$ cat config.mk
export PLATFORM = sky130hd
export DESIGN_NAME = host_bus_arbiter
export DESIGN_NICKNAME = d
export VERILOG_FILES = /design/src/rtl/hba_pkg.sv /design/src/rtl/hba_phase_latch.sv /design/src/rtl/hba_takeover_cnt.sv /design/src/rtl/hba_dma_merge.sv /design/src/rtl/hba_drv_enable.sv /design/src/rtl/host_bus_arbiter.sv
export SDC_FILE = /design/constraint.sdc
export NUM_CORES = 1
export LEC_CHECK = 0
export CAP_MARGIN = 20
export CORE_AREA = 2 2 39 41
export CTS_CLUSTER_DIAMETER = 30
export CTS_CLUSTER_SIZE = 30
export DETAILED_ROUTE_END_ITERATION = 6
export DIE_AREA = 0 0 41 43
export MAX_ROUTING_LAYER = met4
export PLACE_DENSITY = 0.37
export SLEW_MARGIN = 20
export SYNTH_ARGS = -nofsm -noshare
export SYNTH_HDL_FRONTEND = slang
export SYNTH_HIERARCHICAL = 1
export SYNTH_SLANG_ARGS = --single-unit
export TNS_END_PERCENT = 1
$ cat constraint.sdc
create_clock -name clk -period 2 [get_ports clk]
set_input_delay 0.4 -clock clk [delete_from_list [all_inputs] [get_ports clk]]
set_output_delay 0.4 -clock clk [all_outputs]
set_load 0.01 [all_outputs]
$ cat src/rtl/hba_pkg.sv
package hba_pkg;
  // Width of a saturating counter able to hold the value lim.
  function automatic int cnt_width(input int lim);
    return (lim < 2) ? 1 : $clog2(lim + 1);
  endfunction
endpackage

$ cat src/rtl/hba_phase_latch.sv
// Enabled register standing in for a transparent phase latch.
module hba_phase_latch #(
  parameter int W = 1,
  parameter logic [W-1:0] RST_VAL = '1
) (
  input  logic         clk,
  input  logic         rst,
  input  logic         en,
  input  logic [W-1:0] d,
  output logic [W-1:0] q
);
  always_ff @(posedge clk) begin
    if (rst)     q <= RST_VAL;
    else if (en) q <= d;
  end

  AST_HOLD_WHEN_CLOSED: assert property (@(posedge clk) disable iff (rst)
    !en |=> $stable(q));
endmodule

$ cat src/rtl/hba_takeover_cnt.sv
// Counts consecutive host cycles with the sampled bus-available line low.
module hba_takeover_cnt #(
  parameter int TAKE_CYCLES = 3
) (
  input  logic clk,
  input  logic rst,
  input  logic host_cyc,
  input  logic ba_s,
  output logic taken
);
  localparam int CW = hba_pkg::cnt_width(TAKE_CYCLES);
  localparam logic [CW-1:0] LIM = CW'(TAKE_CYCLES);

  logic [CW-1:0] cnt_q, cnt_d;

  always_comb begin
    cnt_d = cnt_q;
    if (host_cyc) begin
      if (ba_s)             cnt_d = '0;
      else if (cnt_q < LIM) cnt_d = cnt_q + 1'b1;
    end
  end

  always_ff @(posedge clk) begin
    if (rst) begin
      cnt_q <= '0;
      taken <= 1'b0;
    end else begin
      cnt_q <= cnt_d;
      taken <= (cnt_d >= LIM);
    end
  end

  AST_CNT_LIMIT: assert property (@(posedge clk) disable iff (rst)
    cnt_q <= LIM);
  AST_CLEAR_ON_HIGH: assert property (@(posedge clk) disable iff (rst)
    host_cyc && ba_s |=> !taken);
  AST_NO_STROBE_HOLD: assert property (@(posedge clk) disable iff (rst)
    !host_cyc |=> $stable(cnt_q) && $stable(taken));
  AST_RISE_NEEDS_LOW: assert property (@(posedge clk) disable iff (rst)
    $rose(taken) |-> $past(!ba_s && host_cyc));
endmodule

$ cat src/rtl/hba_dma_merge.sv
// External request: live request ANDed with its phase-captured copy.
module hba_dma_merge (
  input  logic clk,
  input  logic rst,
  input  logic req_n,
  input  logic req_lat_n,
  output logic dma_n
);
  always_ff @(posedge clk) begin
    if (rst) dma_n <= 1'b1;
    else     dma_n <= req_n & req_lat_n;
  end

  AST_RELEASE_BOTH_HIGH: assert property (@(posedge clk) disable iff (rst)
    req_n && req_lat_n |=> dma_n);
  AST_ASSERT_LIVE_LOW: assert property (@(posedge clk) disable iff (rst)
    !req_n |=> !dma_n);
endmodule

$ cat src/rtl/hba_drv_enable.sv
// Host R/W and address driver enable.
module hba_drv_enable (
  input  logic clk,
  input  logic rst,
  input  logic ba_s,
  input  logic req_n,
  input  logic phi1,
  output logic drv_en
);
  always_ff @(posedge clk) begin
    if (rst) drv_en <= 1'b0;
    else     drv_en <= ba_s & ~req_n & ~phi1;
  end

  AST_OFF_IN_PHI1: assert property (@(posedge clk) disable iff (rst)
    phi1 |=> !drv_en);
  AST_OFF_NO_REQ: assert property (@(posedge clk) disable iff (rst)
    req_n |=> !drv_en);
endmodule

$ cat src/rtl/host_bus_arbiter.sv
module host_bus_arbiter #(
  parameter int TAKE_CYCLES = 3
) (
  input  logic clk,
  input  logic rst,
  input  logic bus_avail,
  input  logic dma_req_n,
  input  logic phi1,
  input  logic host_cyc,
  input  logic dma_phase,
  output logic dma_n_out,
  output logic bus_taken,
  output logic drv_en
);
  logic ba_s;
  logic req_lat_n;

  hba_phase_latch #(.W(1), .RST_VAL(1'b1)) u_ba_lat (
    .clk(clk), .rst(rst), .en(phi1), .d(bus_avail), .q(ba_s));

  hba_phase_latch #(.W(1), .RST_VAL(1'b1)) u_req_lat (
    .clk(clk), .rst(rst), .en(dma_phase), .d(dma_req_n), .q(req_lat_n));

  hba_takeover_cnt #(.TAKE_CYCLES(TAKE_CYCLES)) u_take (
    .clk(clk), .rst(rst), .host_cyc(host_cyc), .ba_s(ba_s), .taken(bus_taken));

  hba_dma_merge u_merge (
    .clk(clk), .rst(rst), .req_n(dma_req_n), .req_lat_n(req_lat_n),
    .dma_n(dma_n_out));

  hba_drv_enable u_drv (
    .clk(clk), .rst(rst), .ba_s(ba_s), .req_n(dma_req_n), .phi1(phi1),
    .drv_en(drv_en));

  AST_BA_FOLLOWS_PHI1: assert property (@(posedge clk) disable iff (rst)
    phi1 |=> ba_s == $past(bus_avail));
  AST_RESET_RELEASE: assert property (@(posedge clk)
    rst |=> dma_n_out && !drv_en && !bus_taken);
endmodule

==> flow_summary.html <==
<table>
<tr><th>Metric</th><th>Value</th></tr>
<tr><th colspan="2">Logic synthesis</th></tr>
<tr><td>Flop and latch count out of synthesis</td><td>7</td></tr>
<tr><td>Share of synthesized flip-flops with an asynchronous set or reset</td><td>0%</td></tr>
<tr><td>Distinct cell type count after synthesis</td><td>11</td></tr>
<tr><td>Biggest area consumer among synthesized cells</td><td>sky130_fd_sc_hd__dfxtp_1</td></tr>
<tr><td>Top cells by count, synth</td><td>sky130_fd_sc_hd__dfxtp_1, sky130_fd_sc_hd__nor2b_1, sky130_fd_sc_hd__a211o_1, sky130_fd_sc_hd__a21oi_1, sky130_fd_sc_hd__nand2b_1</td></tr>
<tr><td>Proportion of netlist area held by the largest area contributor</td><td>56.0%</td></tr>
<tr><td>Syn nets</td><td>29</td></tr>
<tr><td>Biggest area contributors in the synthesized netlist</td><td>sky130_fd_sc_hd__dfxtp_1, sky130_fd_sc_hd__nor2b_1, sky130_fd_sc_hd__a211o_1</td></tr>
<tr><td>Syn Area/Cell</td><td>11.4 sq um</td></tr>
<tr><td>Warnings, synthesis</td><td>6</td></tr>
<tr><td>Post-synthesis sequential area ratio</td><td>around 56%</td></tr>
<tr><td>Number of synthesized flops with an enable pin</td><td>0</td></tr>
<tr><td>Dominant cell by count in the synthesized netlist</td><td>sky130_fd_sc_hd__dfxtp_1</td></tr>
<tr><td>Most used flip-flop cell after synthesis</td><td>sky130_fd_sc_hd__dfxtp_1</td></tr>
<tr><td>Instance count of the mapped netlist</td><td>22</td></tr>
<tr><td>Syn Std Cell Area</td><td>250 sq um</td></tr>
<tr><th colspan="2">Setup path</th></tr>
<tr><td>Critical path launch point type</td><td>flop</td></tr>
<tr><td>Critical path origin</td><td>u_drv/drv_en</td></tr>
<tr><td>Endpoint type of the worst setup path</td><td>primary output</td></tr>
<tr><td>Logic depth of the worst register-to-register path</td><td>3</td></tr>
<tr><td>Largest incremental delay on the critical path</td><td>between 0.5 and 0.6 ns</td></tr>
<tr><td>Depth of the critical timing path with buffers and inverters included</td><td>1</td></tr>
<tr><td>Slowest stage cell on the critical path</td><td>sky130_fd_sc_hd__clkdlybuf4s50_1</td></tr>
<tr><td>Required time of the worst setup path</td><td>between 1.5 and 2 ns</td></tr>
<tr><td>Setup slack of the most critical reg-to-reg path</td><td>roughly 1.2 ns</td></tr>
<tr><td>Critical path endpoint</td><td>drv_en</td></tr>
<tr><td>Arrival time at the worst endpoint</td><td>about 1.1 ns</td></tr>
<tr><td>Terminus of the critical flop-to-flop path</td><td>u_take/cnt_q[0]</td></tr>
<tr><td>Cells traversed along the worst timing path</td><td>clkdlybuf4s50_1</td></tr>
<tr><td>Kind of cell with the highest combined delay on the critical path</td><td>buffers and inverters</td></tr>
<tr><td>Largest driver fanout on the critical path</td><td>1</td></tr>
<tr><td>Critical path start-end classification</td><td>flop to primary output</td></tr>
<tr><td>Startpoint of the most critical register-to-register path</td><td>u_take/cnt_q[0]</td></tr>
<tr><td>Critical path buffers and inverters</td><td>1</td></tr>
<tr><th colspan="2">Route</th></tr>
<tr><td>Sum of met2 wire segment lengths after detailed routing</td><td>213 um</td></tr>
<tr><td>DRC</td><td>0</td></tr>
<tr><td>Routed Wire Length</td><td>490 um</td></tr>
<tr><td>Top sig layer</td><td>met3</td></tr>
<tr><td>Vias</td><td>a little over 200</td></tr>
<tr><td>Routed WL per cell</td><td>between 9 and 10 um</td></tr>
<tr><td>Routed length on met1</td><td>217 um</td></tr>
<tr><td>Met3 wire length</td><td>approximately 60 um</td></tr>
<tr><td>Number of DRC violations after detailed-routing iteration 0</td><td>3</td></tr>
<tr><td>Pre-Repair DR Iteration Count</td><td>4</td></tr>
<tr><td>Detail Route Antenna Nets</td><td>0</td></tr>
<tr><td>Number of vias per cell</td><td>around 4</td></tr>
<tr><th colspan="2">Timing</th></tr>
<tr><td>Clk_skew</td><td>around 0.0027 ns</td></tr>
<tr><td>Ratio of final minimum period to clock period</td><td>between 70% and 80%</td></tr>
<tr><td>Slew at the pin closest to its max-slew limit</td><td>approximately 0.29 ns</td></tr>
<tr><td>Number of hold violations in the final report</td><td>0</td></tr>
<tr><td>Total negative setup slack</td><td>0 ns</td></tr>
<tr><td>Unrepaired setup endpoints after global routing</td><td>no</td></tr>
<tr><td>Worst slew margin</td><td>~81%</td></tr>
<tr><td>Final Critical Period</td><td>1.50 ns</td></tr>
<tr><td>Setup violations, final</td><td>0</td></tr>
<tr><td>Max-slew violation count</td><td>0</td></tr>
<tr><td>Maximum achievable frequency</td><td>between 0.6 and 0.7 GHz</td></tr>
<tr><th colspan="2">Clock network</th></tr>
<tr><td>Clock sink count</td><td>7</td></tr>
<tr><td>Clk slew on worst S/H paths</td><td>around 0.06 ns</td></tr>
<tr><td>Worst-Skew Late Latency</td><td>about 0.25 ns</td></tr>
<tr><td>Hold Buf Count CTS</td><td>0</td></tr>
<tr><td>H-tree levels</td><td>1</td></tr>
<tr><td>Maximum buffer depth of the clock tree</td><td>2</td></tr>
<tr><td>Clock tree from TritonCTS</td><td>yes</td></tr>
<tr><td>Post-CTS sizing</td><td>0</td></tr>
<tr><td>Post-CTS Setup Inserts</td><td>0</td></tr>
<tr><td>Clock root buffer</td><td>sky130_fd_sc_hd__clkbuf_4</td></tr>
<tr><td>Number of buffers added by the clock tree synthesis step</td><td>3</td></tr>
<tr><th colspan="2">Floorplanning</th></tr>
<tr><td>Cell row count</td><td>14</td></tr>
<tr><td>Die Span Y</td><td>roughly 43 um</td></tr>
<tr><td>Horizontal extent of the die</td><td>between 40 and 50 um</td></tr>
<tr><td>Total core area</td><td>about 1400 sq um</td></tr>
<tr><td>Count of pins on the block boundary</td><td>10</td></tr>
<tr><td>Floorplan die area</td><td>roughly 1800 sq um</td></tr>
<tr><td>Initial cell density of the core</td><td>18.1%</td></tr>
<tr><th colspan="2">Layout</th></tr>
<tr><td># fillers</td><td>approximately 130</td></tr>
<tr><td>Area of the multi-input gates</td><td>between 100 and 150 sq um</td></tr>
<tr><td>Area taken by flip-flops and latches</td><td>140 sq um</td></tr>
<tr><td># diodes</td><td>0</td></tr>
<tr><td>Share of final-layout standard cells stronger than drive strength 1</td><td>between 10 and 15%</td></tr>
<tr><td>Non-filler instance count after layout</td><td>51</td></tr>
<tr><td>Number of nets in the layout</td><td>43</td></tr>
<tr><td>Area overhead of the layout relative to synthesis</td><td>54.5%</td></tr>
<tr><th colspan="2">Global route</th></tr>
<tr><td>Vias in the first global route</td><td>approximately 230</td></tr>
<tr><td>Total global routing track utilization</td><td>about 8.5%</td></tr>
<tr><td>Antenna violations before repair</td><td>0</td></tr>
<tr><td>Aggregate global routing overflow</td><td>0</td></tr>
<tr><td>Largest net degree at the start of global routing</td><td>8</td></tr>
<tr><td>Global-route wire length before repair</td><td>903 um</td></tr>
<tr><th colspan="2">Pwr</th></tr>
<tr><td>Clock network fraction of design power</td><td>around two fifths</td></tr>
<tr><td>Switching power</td><td>slightly below 70 uW</td></tr>
<tr><td>Switch share</td><td>approximately 22%</td></tr>
<tr><td>Internal Pwr Total</td><td>between 200 and 250 uW</td></tr>
<tr><td>Power share of the sequential group</td><td>roughly 48%</td></tr>
<tr><td>Fraction of power consumed by combinational cells</td><td>10.7%</td></tr>
<tr><td>Peak supply drop</td><td>around 0.31 mV</td></tr>
<tr><td>Pleak</td><td>between 0.1 and 0.15 nW</td></tr>
<tr><td>Power density normalized to cell area</td><td>812 nW/um^2</td></tr>
<tr><td>Power, Total</td><td>314 uW</td></tr>
<tr><th colspan="2">Placement</th></tr>
<tr><td>Total placed cells including tap cells</td><td>between 40 and 50</td></tr>
<tr><td>Buffers added on ports</td><td>9</td></tr>
<tr><td>Final weighted congestion in routability-driven placement</td><td>between 0.5 and 0.6</td></tr>
<tr><th colspan="2">Min path</th></tr>
<tr><td>Worst hold path type</td><td>flop to flop</td></tr>
<tr><th colspan="2">Run status</th></tr>
<tr><td>Status</td><td>finished clean</td></tr>
<tr><th colspan="2">Job</th></tr>
<tr><td>Max-Cap Viols</td><td>0</td></tr>
</table>
[logic make-up (layout without fill, tap and decap cells)]
family                 count (synthesis)  in the layout  synth area share (%)
DFF                                    7              7                  56.0
buffers and inverters                  0             13                     0
AOI/OAI and AO/OA                      7              7                  19.0
and+or+nand+nor                        8              8                  25.0
[cell type report]
| type | instances | share of cell area (%) |
|---|---|---|
| sequential | 7 | 36.2 |
| multi-input combinational | 15 | 28.5 |
| timing repair buffer | 9 | 23.3 |
| clock buffer | 4 | 6.80 |
| tap | 16 | 5.18 |
[state kept, by name, indices dropped and copies added (netlist names)]
signal and count:
u_take/cnt_q 2, u_ba_lat/q 1, u_drv/drv_en 1, u_merge/dma_n 1
u_req_lat/q 1, u_take/taken 1
[layer usage]
layer | vias to the layer above | global-route usage, %
met3 | 0 | 5.76
met2 | 9 | 9.69
met5 | - | -
li1 | 106 | -
met4 | 0 | 8.00
met1 | 89 | 9.35
[cell usage in the layout (no fill, tap or decap), drive strengths merged, types with 2 or more instances in the layout]
master and count:
a211o 2, a21oi 2, clkbuf 4, clkdlybuf4s50 9, dfxtp 7, nand2b 3, nor2b 3
[worst min path at each step]
stage | start | to | slack (ns) | depth (start not counted)
final | u_req_lat/q | u_merge/dma_n | 0.45 | 1
after global routing | u_req_lat/q | u_merge/dma_n | 0.49 | 1
after CTS | u_req_lat/q | u_merge/dma_n | 0.45 | 1
after detailed placement | u_req_lat/q | u_merge/dma_n | 0.44 | 1
after global placement | u_req_lat/q | u_merge/dma_n | 0.43 | 1
after floorplan | u_req_lat/q | u_merge/dma_n | 0.42 | 1
[power by group through the flow]
stage,clock (mW),sequential (mW),combinational [mW]
after floorplan,0,0.153,0.0110
after global placement,0,0.152,0.0329
after detailed placement,0,0.152,0.0337
after CTS,0.136,0.149,0.0340
after global routing,0.150,0.150,0.0367
final,0.131,0.149,0.0337
[stage by stage]
| stage | util (%) | cell area [sq um] | hold slack, ns | setup slack, ns |
|---|---|---|---|---|
| 6_report | 27.9 | 387 | 0.451 | 0.505 |
| 4_1_cts | 27.9 | 387 | 0.453 | 0.493 |
| 3_5_place_dp | 26.0 | 360 | 0.440 | 0.617 |
| 2_1_floorplan | - | 250 | 0.418 | 1.21 |
| 3_3_place_gp | 26.0 | 360 | 0.426 | 0.629 |
| 5_1_grt | 27.9 | 387 | 0.492 | 0.464 |
(Power assumes the default switching activity.)
